$ cat src/rtl/scl_gen_pkg.sv
package scl_gen_pkg;

  typedef enum logic [1:0] {
    PH_IDLE = 2'd0,
    PH_LOW  = 2'd1,
    PH_HIGH = 2'd2
  } phase_e;

  // strobes from control to datapath
  typedef struct packed {
    logic clear;
    logic loadLow;
    logic loadHigh;
    logic advance;
  } cnt_cmd_t;

endpackage

$ cat src/rtl/scl_period_dp.sv
module scl_period_dp
  import scl_gen_pkg::*;
#(
  parameter int BASE_W = 8,
  parameter bit EXT_EN = 1'b1
) (
  input  logic              clk,
  input  logic              rstN,
  input  cnt_cmd_t          cmd,
  input  logic [BASE_W-1:0] lowCount,
  input  logic              lowCountHi,
  input  logic [BASE_W-1:0] highCount,
  input  logic              highCountHi,
  input  logic              prescaleSel,
  output logic              atLast
);
  localparam int CNT_W = BASE_W + 1;
  localparam logic [CNT_W-1:0] ONE = CNT_W'(1);

  logic [CNT_W-1:0] lowFull, highFull, lowEff, highEff;
  logic [CNT_W-1:0] limit, cnt;
  logic             sub, subLast;

  generate
    if (EXT_EN) begin : g_ext
      assign lowFull  = {lowCountHi, lowCount};
      assign highFull = {highCountHi, highCount};
    end else begin : g_noext
      assign lowFull  = {1'b0, lowCount};
      assign highFull = {1'b0, highCount};
    end
  endgenerate

  // a zero count behaves as one
  assign lowEff  = (lowFull == '0)  ? ONE : lowFull;
  assign highEff = (highFull == '0) ? ONE : highFull;

  assign atLast = (sub == subLast) && (cnt == limit - ONE);

  always_ff @(posedge clk or negedge rstN) begin
    if (!rstN) begin
      limit   <= '0;
      cnt     <= '0;
      sub     <= 1'b0;
      subLast <= 1'b0;
    end else if (cmd.clear) begin
      cnt <= '0;
      sub <= 1'b0;
    end else if (cmd.loadLow) begin
      limit   <= lowEff;
      subLast <= prescaleSel;
      cnt     <= '0;
      sub     <= 1'b0;
    end else if (cmd.loadHigh) begin
      limit   <= highEff;
      subLast <= prescaleSel;
      cnt     <= '0;
      sub     <= 1'b0;
    end else if (cmd.advance) begin
      if (sub == subLast) begin
        sub <= 1'b0;
        cnt <= cnt + ONE;
      end else begin
        sub <= 1'b1;
      end
    end
  end


  no_overflow_chk: assert property (@(posedge clk) disable iff (!rstN)
    (limit != '0) |-> (cnt < limit));


  sub_range_chk: assert property (@(posedge clk) disable iff (!rstN)
    (sub == 1'b0) || (subLast == 1'b1));

endmodule

$ cat src/rtl/scl_period_ctrl.sv
module scl_period_ctrl
  import scl_gen_pkg::*;
(
  input  logic     clk,
  input  logic     rstN,
  input  logic     enable,
  input  logic     sclIn,
  input  logic     atLast,
  output cnt_cmd_t cmd,
  output logic     sclDriveLow,
  output logic     riseStrobe,
  output logic     fallStrobe
);
  phase_e phase, phaseNext;
  logic   riseNext, fallNext;

  always_comb begin
    cmd       = '0;
    phaseNext = phase;
    riseNext  = 1'b0;
    fallNext  = 1'b0;
    if (!enable) begin
      phaseNext = PH_IDLE;
      cmd.clear = 1'b1;
    end else begin
      unique case (phase)
        PH_IDLE: begin
          phaseNext   = PH_LOW;
          cmd.loadLow = 1'b1;
        end
        PH_LOW: begin
          cmd.advance = 1'b1;
          if (atLast) begin
            phaseNext    = PH_HIGH;
            cmd.loadHigh = 1'b1;
            riseNext     = 1'b1;
          end
        end
        PH_HIGH: begin
          cmd.advance = sclIn;
          if (sclIn && atLast) begin
            phaseNext   = PH_LOW;
            cmd.loadLow = 1'b1;
            fallNext    = 1'b1;
          end
        end
        default: phaseNext = PH_IDLE;
      endcase
    end
  end

  always_ff @(posedge clk or negedge rstN) begin
    if (!rstN) begin
      phase      <= PH_IDLE;
      riseStrobe <= 1'b0;
      fallStrobe <= 1'b0;
    end else begin
      phase      <= phaseNext;
      riseStrobe <= riseNext;
      fallStrobe <= fallNext;
    end
  end

  assign sclDriveLow = (phase == PH_LOW);


  disable_release_chk: assert property (@(posedge clk) disable iff (!rstN)
    !enable |=> (!sclDriveLow && !riseStrobe && !fallStrobe));


  strobe_excl_chk: assert property (@(posedge clk) disable iff (!rstN)
    $onehot0({riseStrobe, fallStrobe}));


  rise_release_chk: assert property (@(posedge clk) disable iff (!rstN)
    riseStrobe |-> (!sclDriveLow && $past(sclDriveLow)));


  fall_low_chk: assert property (@(posedge clk) disable iff (!rstN)
    fallStrobe |-> sclDriveLow);


  rise_single_chk: assert property (@(posedge clk) disable iff (!rstN)
    riseStrobe |=> !riseStrobe);


  stretch_hold_chk: assert property (@(posedge clk) disable iff (!rstN)
    (phase == PH_HIGH && enable && !sclIn) |=> (phase == PH_HIGH));

endmodule

$ cat src/rtl/scl_period_gen.sv
module scl_period_gen
  import scl_gen_pkg::*;
#(
  parameter int BASE_W = 8,
  parameter bit EXT_EN = 1'b1
) (
  input  logic              clk,
  input  logic              rstN,
  input  logic              enable,
  input  logic [BASE_W-1:0] lowCount,
  input  logic              lowCountHi,
  input  logic [BASE_W-1:0] highCount,
  input  logic              highCountHi,
  input  logic              prescaleSel,
  input  logic              sclIn,
  output logic              sclDriveLow,
  output logic              riseStrobe,
  output logic              fallStrobe
);
  cnt_cmd_t cmd;
  logic     atLast;

  scl_period_ctrl i_ctrl (
    .clk        (clk),
    .rstN       (rstN),
    .enable     (enable),
    .sclIn      (sclIn),
    .atLast     (atLast),
    .cmd        (cmd),
    .sclDriveLow(sclDriveLow),
    .riseStrobe (riseStrobe),
    .fallStrobe (fallStrobe)
  );

  scl_period_dp #(
    .BASE_W(BASE_W),
    .EXT_EN(EXT_EN)
  ) i_dp (
    .clk        (clk),
    .rstN       (rstN),
    .cmd        (cmd),
    .lowCount   (lowCount),
    .lowCountHi (lowCountHi),
    .highCount  (highCount),
    .highCountHi(highCountHi),
    .prescaleSel(prescaleSel),
    .atLast     (atLast)
  );

endmodule

$ cat config.mk
export PLATFORM = sky130hd
export DESIGN_NAME = scl_period_gen
export DESIGN_NICKNAME = d
export VERILOG_FILES = /design/src/rtl/scl_gen_pkg.sv /design/src/rtl/scl_period_dp.sv /design/src/rtl/scl_period_ctrl.sv /design/src/rtl/scl_period_gen.sv
export SDC_FILE = /design/constraint.sdc
export NUM_CORES = 1
export LEC_CHECK = 0
export CORE_MARGIN = 8
export CORE_UTILIZATION = 58
export DETAILED_ROUTE_END_ITERATION = 10
export PLACE_DENSITY = 0.85
export REMOVE_ABC_BUFFERS = 1
export SLEW_MARGIN = 20
export SYNTH_ARGS = -nofsm -noshare
export SYNTH_HDL_FRONTEND = slang
export SYNTH_SLANG_ARGS = --single-unit
$ cat constraint.sdc
create_clock -name clk -period 4.9 [get_ports clk]
set_clock_uncertainty 0.1 [all_clocks]
set_input_delay 0.49 -clock clk [delete_from_list [all_inputs] [get_ports clk]]
set_output_delay 0.49 -clock clk [all_outputs]
set_load 0.05 [all_outputs]
Word level (Yosys, flattened, before mapping)
Index checks and enable logic that the tools add are counted.
{ "op_classes": {"addsub": 2, "n_reduce_logical": 9, "n_mux": 29, "eq_ne": 8} }
{ "op_table": {"columns": ["op", "count"], "rows": [
  ["$mux 9", 9],
  ["$logic_not 9->1", 2],
  ["$mux 1", 13],
  ["$add 9x1->9 const B", 1],
  ["$eq 9x9->1", 1],
  ["$sub 9x1->9 const B", 1],
  ["$ne 4x1->1 const B", 2],
  ["$mux 2", 3],
  ["$ne 3x2->1 const B", 2],
  ["$pmux 2 s3", 1],
  ["$reduce_and 2->1", 3],
  ["$pmux 1 s2", 2],
  ["$mux 3", 1],
  ["$eq 2x1->1 const B", 1],
  ["$eq 2x2->1 const B", 1],
  ["$logic_and 1x1->1", 2],
  ["$logic_not 2->1", 1],
  ["$reduce_bool 2->1", 1],
  ["$eq 1x1->1", 1]
]} }
{ "totals": {"input_bits": 23, "output_inout_bits": 3, "elab_cells": 55, "reg_bits": 24} }

Depth between registers and ports, before layout
Gate-level depths: netlist of the first run.
{ "logic_depth": {"depth_word": 11, "ltp_mapped": 11, "ltp_nobuf": 9} }

Cells and area by module
From an unflattened synthesis of the first run, not the netlist that was laid out.
{ "unflattened": {"cells_unflattened": 173, "hier_area_um2": 1622.8} }
{ "modules_own_cells": {"columns": ["module", "instances", "seq_area_each_um2", "area_each_um2", "cells_per_inst"], "rows": [
  ["scl_period_dp", 1, 500.5, 1323.8, 143],
  ["scl_period_ctrl", 1, 100.1, 299.0, 30]
]} }

Least setup slack after synthesis of the first run
No wires, ideal clock.
{ "synth_timing": {"path_type": "flip-flop to flip-flop", "from": "reg i_dp.limit[0]", "to": "reg i_dp.limit[1]", "stages_incl_launch_ff": 10, "setup_ps": 125, "t_arrival_ps": 2387, "setup_slack_ps": 2288, "path_cell_list": "dfrtp_1 inv_1 ha_1 xnor2_1 a21oi_1 o2111ai_1 a211oi_4 nand3_1 o21ai_4 mux2_2"} }
{ "synth_via": {"elab_chain_len": 9, "elab_cells_between_ends": 12, "classes_between": "add/sub: 1; eq/ne: 1; mux: 6; reduce/logical: 4"} }
{ "synth_lines": {"columns": ["item", "line", "source"], "rows": [
  ["start: declaration", "scl_period_dp.sv:21", "logic [CNT_W-1:0] limit, cnt;"],
  ["start signal: assignment", "scl_period_dp.sv:50", "limit <= lowEff;"],
  ["start signal: assignment", "scl_period_dp.sv:55", "limit <= highEff;"],
  ["$sub 9x1->9 *", "scl_period_dp.sv:38", "assign atLast = (sub == subLast) && (cnt == limit - ONE);"],
  ["$eq 9x9->1 *", "scl_period_dp.sv:38", null],
  ["$logic_and 1x1->1 *", "scl_period_dp.sv:38", null],
  ["$logic_and 1x1->1", "scl_period_ctrl.sv:41", "if (sclIn && atLast) begin"],
  ["$mux 1", "scl_period_ctrl.sv:41", null],
  ["$pmux 1 s2", "scl_period_ctrl.sv:26", "unique case (phase)"],
  ["$mux 3 *", "scl_period_ctrl.sv:22", "if (!enable) begin"],
  ["$reduce_bool 2->1 (no line)", null, null],
  ["$reduce_and 2->1 (no line)", null, null]
]} }
Every way passes the cells marked *; elsewhere a longest branch is shown, timed or not.
A chain may end at the register's enable or synchronous reset.

Worst setup path in the final report of the first run
{ "layout_timing": {"from": "reg i_dp.limit[0]", "to": "reg i_dp.limit[3]"} }
Same word-level chain as after synthesis.

==> results of run 1 <==
Yosys cell counts, drive strengths merged, types with 4 or more instances:
cell type	n
o21ai	4
nand3	8
mux2	19
dfrtp	24
xnor2	6
a21oi	5
nor2	13
inv	12
nand2	14
a31oi	6
ha	6
a22o	14
cells in the final DEF (no fill, tap or decap), drive strengths merged, types with 2 or more instances in the layout:
master / instances
nor3: 3
or2: 3
nand2b: 2
nand4b: 3
clkdlybuf4s50: 24
xnor2: 6
inv: 12
o21ai: 4
nor2: 13
a22o: 14
mux2: 19
mux2i: 2
nand3: 8
ha: 6
a31oi: 6
nand4: 3
nor2b: 3
a21oi: 5
and2: 2
a41oi: 2
clkbuf: 4
o311ai: 2
nor4: 3
nand2: 14
dfrtp: 24
flip-flops by register name, summed over array words and instances (netlist names):
register	flops
i_ctrl.fallStrobe	1
i_ctrl.phase	2
i_ctrl.riseStrobe	1
i_dp.cnt	9
i_dp.limit	9
i_dp.sub	1
i_dp.subLast	1
per-layer routing:
layer,up-vias,global-route usage
met1,717,0.2216
met4,0,0.09931
met3,13,0.03905
li1,716,-
met5,-,0
met2,43,0.2837
kinds of logic (layout without fill, tap and decap cells):
logic type / Yosys count / after routing / share of synthesized area
AND/OR/NAND/NOR: 62 / 62 / 0.2001
AO/OA/AOI/OAI: 42 / 42 / 0.2065
flip-flops: 24 / 24 / 0.3395
multiplexers: 21 / 21 / 0.1323
buffers and inverters: 17 / 41 / 0.04455
XOR/XNOR: 7 / 7 / 0.03465
adder cells (fa/ha/maj): 6 / 6 / 0.04243
power breakdown:
part	switching (mW)	leakage [nW]	internal, mW
sequential	0.0842	0.310	0.252
combinational	0.289	0.565	0.254
clock	0.0602	0.0210	0.0455
total	0.434	0.897	0.551
stage by stage:
| step | setup WS (ps) | util |
|---|---|---|
| after floorplan | 2288 | - |
| after detailed placement | 2001 | 0.6807 |
| after global routing | 1790 | 0.6912 |
| final | 1956 | 0.6912 |
| after CTS | 1965 | 0.6929 |
| after global placement | 2122 | 0.6807 |
worst min path at each step:
stage | start | endpoint | depth (start not counted)
floorplan | rstN | i_ctrl.fallStrobe$_DFF_PN0_ | 0
global placement | i_ctrl.phase[1]$_DFFE_PN0P_ | i_ctrl.phase[1]$_DFFE_PN0P_ | 2
detailed placement | i_dp.cnt[8]$_DFFE_PN0P_ | i_dp.cnt[8]$_DFFE_PN0P_ | 1
CTS | i_dp.cnt[8]$_DFFE_PN0P_ | i_dp.cnt[8]$_DFFE_PN0P_ | 1
global route | rstN | i_ctrl.phase[1]$_DFFE_PN0P_ | 1
finish | rstN | i_ctrl.phase[1]$_DFFE_PN0P_ | 1
cell type report:
| class | count | share of cell area |
|---|---|---|
| Clock buffer | 4 | 0.01763 |
| Inverter | 12 | 0.02188 |
| Multi-Input combinational cell | 138 | 0.5295 |
| Sequential cell | 24 | 0.2918 |
| Tap cell | 33 | 0.02006 |
| Timing Repair Buffer | 25 | 0.1191 |
==> impl_results.md, run 1 <==
* Vias in the first global route at 1490
* Number of enable flip-flop cells after synthesis at 0
* Reg area at 600.6 um^2
* Max transition margin at 0.3683
* Slew at the pin with the worst max-slew slack at 943.1 ps
* Total vias in the final route at 1489
* PwrDens at 478.4 mW/mm^2
* Minimum clock period at 2944 ps
* Yosys top cell by area: dfrtp_1
* Post-route DRC at 0
* Clk sink count at 24
* Post-synthesis sequential area ratio at 0.3395
* Critical Path RT at 5020 ps
* Nets at 233
* Die span in x at 71.23 um
* WHS at 33.61 ps
* Worst Setup End Kind: flop
* Leakage at 0.8968 nW
* Fillers at 239
* Hpwl dp at 3319 um
* Clk Latency, worst-skew pair at 320 ps
* Postcts setup bufs at 0
* Clock Pin Slew Worst Setup and Hold Paths at 130 ps
* Post-synth top area share at 0.3395
* P&R area growth vs syn at 16.34%
* Ys async rst share at 1.000
* Final wirelength at 4325 um
* Final ANT Viol Nets at 0
* Placement Cell Area at 0.002027 mm^2
* Max-Cap Viols at 0
* Initial antenna violation count at 0
* Crit path depth at 9
* End of the worst register-to-register path: i_dp.limit[3]$_DFFE_PN0P_
* Drt pass-1 iters at 4
* Ranking of synthesized cells by area: dfrtp_1 (34%), mux2_2 (12%), a22o_1 (6.9%), ha_1 (4.2%), nand2_1 (3.0%)
* PostCTS Resize Cnt at 0
* Routability congestion estimate at 0.8597
* Max Clk Rate at 0.3396 GHz
* Final Slew Violations at 0
* HP Class: in -> async
* Top layer in use: met4
* CTS Root Cell: clkbuf_4
* Met2 WL at 2096 um
* Largest net degree at the start of global routing at 25
* Placed cell count at 232
* Port Buf Inserts at 25
* Metal-1 WL at 1881 um
* Core area at 0.002978 mm^2
* CTS H-tree depth at 1
* Num CTS Buffers at 3
* ANT cells at 0
* Die H at 71.23 um
* Final period utilization at 0.6009
* Layout cells sized above 1 at 0.1773
* VDD IR max at 0.2692 mV
* Syn avg cell area at 9.884 um^2
* Hold-fix buffer count after cts at 0
* First-pass GRT wire length at 7265 um
* Number of synthesized register bits at 24
* Reg2reg start: i_dp.limit[0]$_DFFE_PN0P_
* CTS tree: done
* Final hold vios at 0
* Critical Path Fanout Max at 10
* Total power at 0.9846 mW
* R2R cell count at 9
* Yosys cell types at 45
* Yosys warns at 0
* Startpoint Class: flop
* CP cell instances: inv_1 -> ha_1 -> xnor2_1 -> a21oi_1 -> o2111ai_1 -> a211oi_4 -> nand3_1 -> o21ai_4 -> mux2_2
* Crit Path Class: reg -> reg
* Die Area at 0.005074 mm^2
* Final setup vio count at 0
* Crit path to: i_dp.limit[3]$_DFFE_PN0P_
* Cell family with most CP delay: compound AO/OA/AOI/OAI gates
* Final instance area at 0.002058 mm^2
* Slowest stage cell, crit path: a211oi_4
* CP startpoint: i_dp.limit[0]$_DFFE_PN0P_
* Status: completed
* Drt wl/cell at 18.33 um
* Bufs on Longest Clock Path at 2
* # IOs at 26
* Grt ovf at 0
* Crit path DAT at 3060 ps
* RSZ-0062 raised after global routing: no
* Vias per cell at 6.309
* Post-synthesis cell count at 179
* CP bufs+invs at 1
* Row cnt at 20
* Wire length on met3 at 214 um
* Initial drt markers at 102
* All-Layer GR Usage at 0.1796
* Area occupied by multi-input gates at 0.001090 mm^2
* Reg2Reg Setup Slack at 1960 ps
* Dominant register cell in the synthesized netlist: dfrtp_1
* Mapped Area at 0.001769 mm^2
* Setup TNS at 0 ps
* Initial core utilization at 0.5941
* Fin cells at 236
* CP max stage delay at 480 ps
Power figures use the tool's default switching activity.
==> run 2: changes to the inputs <==
CORE_UTILIZATION = 49   (was 58)
PLACE_DENSITY = 0.76   (was 0.85)
clock period = 2.38 ns   (was 4.9 ns; I/O delays follow)
==> impl_results.md, run 2 (same netlist as run 1, synthesis figures left out) <==
* Status: complete, but fails checks (was completed)
* Violated checks: negative setup slack
* Biggest regs: i_dp.cnt: 9 flops, i_dp.limit: 9 flops, i_ctrl.phase: 2 flops (unchanged)
* Final Slew Violations at 0 (unchanged)
* Critical Path Fanout Max at 5 (was 10)
* Final WS setup at -244.1 ps (was 1956 ps)
* Slew at the pin with the worst max-slew slack at 503.3 ps (was 943.1 ps)
* Largest net degree at the start of global routing at 25 (unchanged)
* Commonest non-fill, non-tap cell in the layout: clkdlybuf4s50_1
* Minimum clock period at 2624 ps (was 2944 ps)
* Final ANT Viol Nets at 0 (unchanged)
* Worst Setup End Kind: flop (unchanged)
* Final wirelength at 5498 um (was 4325 um)
* Clk Latency, worst-skew pair at 310 ps (was 320 ps)
* First-pass GRT wire length at 8618 um (was 7265 um)
* Initial core utilization at 0.4944 (was 0.5941)
* Drt pass-1 iters at 4 (unchanged)
* Cell family with most CP delay: multiplexers (was compound AO/OA/AOI/OAI gates)
* Row cnt at 22 (was 20)
* Reg2reg start: i_dp.limit[1]$_DFFE_PN0P_ (was i_dp.limit[0]$_DFFE_PN0P_)
* Routability congestion estimate at 0.8983 (was 0.8597)
* Post-route DRC at 0 (unchanged)
* RSZ-0062 raised after global routing: yes (was no)
* CP cell instances: inv_2 -> ha_4 -> nor2b_2 -> nand2_2 -> o311ai_2 -> a31o_4 -> buf_6 -> nand4b_4 -> mux2_4 -> mux2_4 (was inv_1 -> ha_1 -> xnor2_1 -> a21oi_1 -> o2111ai_1 -> a211oi_4 -> nand3_1 -> o21ai_4 -> mux2_2)
* Initial antenna violation count at 0 (unchanged)
* Vias per cell at 5.972 (was 6.309)
* Layout cells sized above 1 at 0.3824 (was 0.1773)
* Final setup vio count at 21 (was 0)
* CTS tree: done (unchanged)
* Max Clk Rate at 0.3811 GHz (was 0.3396 GHz)
* Startpoint Class: flop (unchanged)
* HP Class: in -> async (unchanged)
* Crit path DAT at 2740 ps (was 3060 ps)
* Fillers at 248 (was 239)
* Drt wl/cell at 19.22 um (was 18.33 um)
* Total vias in the final route at 1708 (was 1489)
* VDD IR max at 0.5952 mV (was 0.2692 mV)
* Final period utilization at 1.103 (was 0.6009)
* CP bufs+invs at 2 (was 1)
* WHS at 166.1 ps (was 33.61 ps)
* Die Area at 0.005790 mm^2 (was 0.005074 mm^2)
* Bufs on Longest Clock Path at 2 (unchanged)
* All-Layer GR Usage at 0.1742 (was 0.1796)
* Place WS at -200.0 ps (was 2001 ps)
* P&R area growth vs syn at 47.10% (was 16.34%)
* Grt ovf at 0 (unchanged)
* Reg2Reg Setup Slack at -240 ps (was 1960 ps)
* Port Buf Inserts at 25 (unchanged)
* CTS Root Cell: clkbuf_4 (unchanged)
* R2R cell count at 10 (was 9)
* Critical Path RT at 2490 ps (was 5020 ps)
* Hpwl dp at 3492 um (was 3319 um)
* End of the worst register-to-register path: i_dp.limit[8]$_DFFE_PN0P_ (was i_dp.limit[3]$_DFFE_PN0P_)
* Commonest non-fill, non-tap cells in the layout: clkdlybuf4s50_1 (25), dfrtp_1 (23), buf_4 (23), a22o_1 (14) (was dfrtp_1 (24), clkdlybuf4s50_1 (24), mux2_2 (19), nand2_1 (14), a22o_1 (14))
* Leakage at 1.169 nW (was 0.8968 nW)
* Clk sink count at 24 (unchanged)
* Clock Pin Slew Worst Setup and Hold Paths at 130 ps (about the same)
* Max transition margin at 0.6634 (was 0.3683)
* Nets at 268 (was 233)
* Cell mode on critical path: mux2_4
* ANT cells at 0 (unchanged)
* Die H at 76.09 um (was 71.23 um)
* CTS H-tree depth at 1 (unchanged)
* Core area at 0.003578 mm^2 (was 0.002978 mm^2)
* Slowest stage cell, crit path: dfrtp_1 (was a211oi_4)
* Crit path depth at 10 (was 9)
* CP max stage delay at 420 ps (was 480 ps)
* Final hold vios at 0 (unchanged)
* Num CTS Buffers at 3 (unchanged)
* Initial drt markers at 115 (was 102)
* Crit Path Class: reg -> reg (unchanged)
* Die span in x at 76.09 um (was 71.23 um)
* Max-Cap Viols at 0 (unchanged)
* # IOs at 26 (unchanged)
* Vias in the first global route at 1838 (was 1490)
* PwrDens at 1106 mW/mm^2 (was 478.4 mW/mm^2)
run 2: repair_timing:
action | CTS | global route
cloned | 1 | 1
setup buffers | 6 | 5
hold buffers | 0 | 0
endpoints found under the setup margin | 19 | 23
gates resized for setup | 25 | 21
pin swaps | 15 | 6
run 2: cell type report:
| type | instances | area (um^2) | area share |
|---|---|---|---|
| Sequential cell | 24 | 601.8 | 0.2312 |
| Clock buffer | 4 | 36.28 | 0.01394 |
| Multi-Input combinational cell | 140 | 1315 | 0.5053 |
| Tap cell | 48 | 60.06 | 0.02308 |
| Inverter | 12 | 45.04 | 0.01731 |
| Timing Repair Buffer | 58 | 544.3 | 0.2091 |
run 2: layer usage:
layer | global-route usage | vias up | part of all wire
li1 | - | 795 | -
met5 | 0 | - | 0
met3 | 0.03302 | 19 | 0.046
met1 | 0.2051 | 841 | 0.41
met2 | 0.3059 | 53 | 0.50
met4 | 0.06154 | 0 | 0.037
run 2: metrics by stage:
| stage | setup TNS [ps] | power, mW | instances | util | area, um^2 |
|---|---|---|---|---|---|
| final | -3267 | 2.879 | 286 | 0.7273 | 2603 |
| after floorplan | -2803 | 1.513 | 174 | - | 1735 |
| after CTS | -2164 | 2.510 | 280 | 0.6836 | 2446 |
| after global routing | -6138 | 3.032 | 286 | 0.7273 | 2603 |
| after detailed placement | -3056 | 2.004 | 270 | 0.6234 | 2231 |
| after global placement | -2153 | 1.938 | 270 | 0.6234 | 2231 |
run 2: report_power, final:
part	leakage (nW)	internal [mW]	total, mW	switching (mW)
sequential	0.309	0.521	0.669	0.148
combinational	0.839	1.00	1.99	0.990
clock	0.0210	0.0934	0.217	0.124
run 2: how the worst max path moves through the flow:
stage	from	to	slack, ps
floorplan	i_dp.limit[0]$_DFFE_PN0P_	i_dp.limit[1]$_DFFE_PN0P_	-230
global placement	i_dp.limit[0]$_DFFE_PN0P_	i_dp.cnt[7]$_DFFE_PN0P_	-140
detailed placement	i_dp.limit[0]$_DFFE_PN0P_	i_dp.cnt[6]$_DFFE_PN0P_	-200
CTS	i_dp.limit[3]$_DFFE_PN0P_	i_dp.cnt[0]$_DFFE_PN0P_	-170
global route	i_dp.limit[0]$_DFFE_PN0P_	i_dp.limit[3]$_DFFE_PN0P_	-380
finish	i_dp.limit[1]$_DFFE_PN0P_	i_dp.limit[8]$_DFFE_PN0P_	-240
run 2: worst register-to-register path, delay by kind of cell (launching register included):
kind,cells,cell delay [ps]
muxes,2,610
AOI/OAI and AO/OA,2,570
and+or+nand+nor,3,470
DFF,1,420
buffers and inverters,2,210
adders and majority gates,1,150
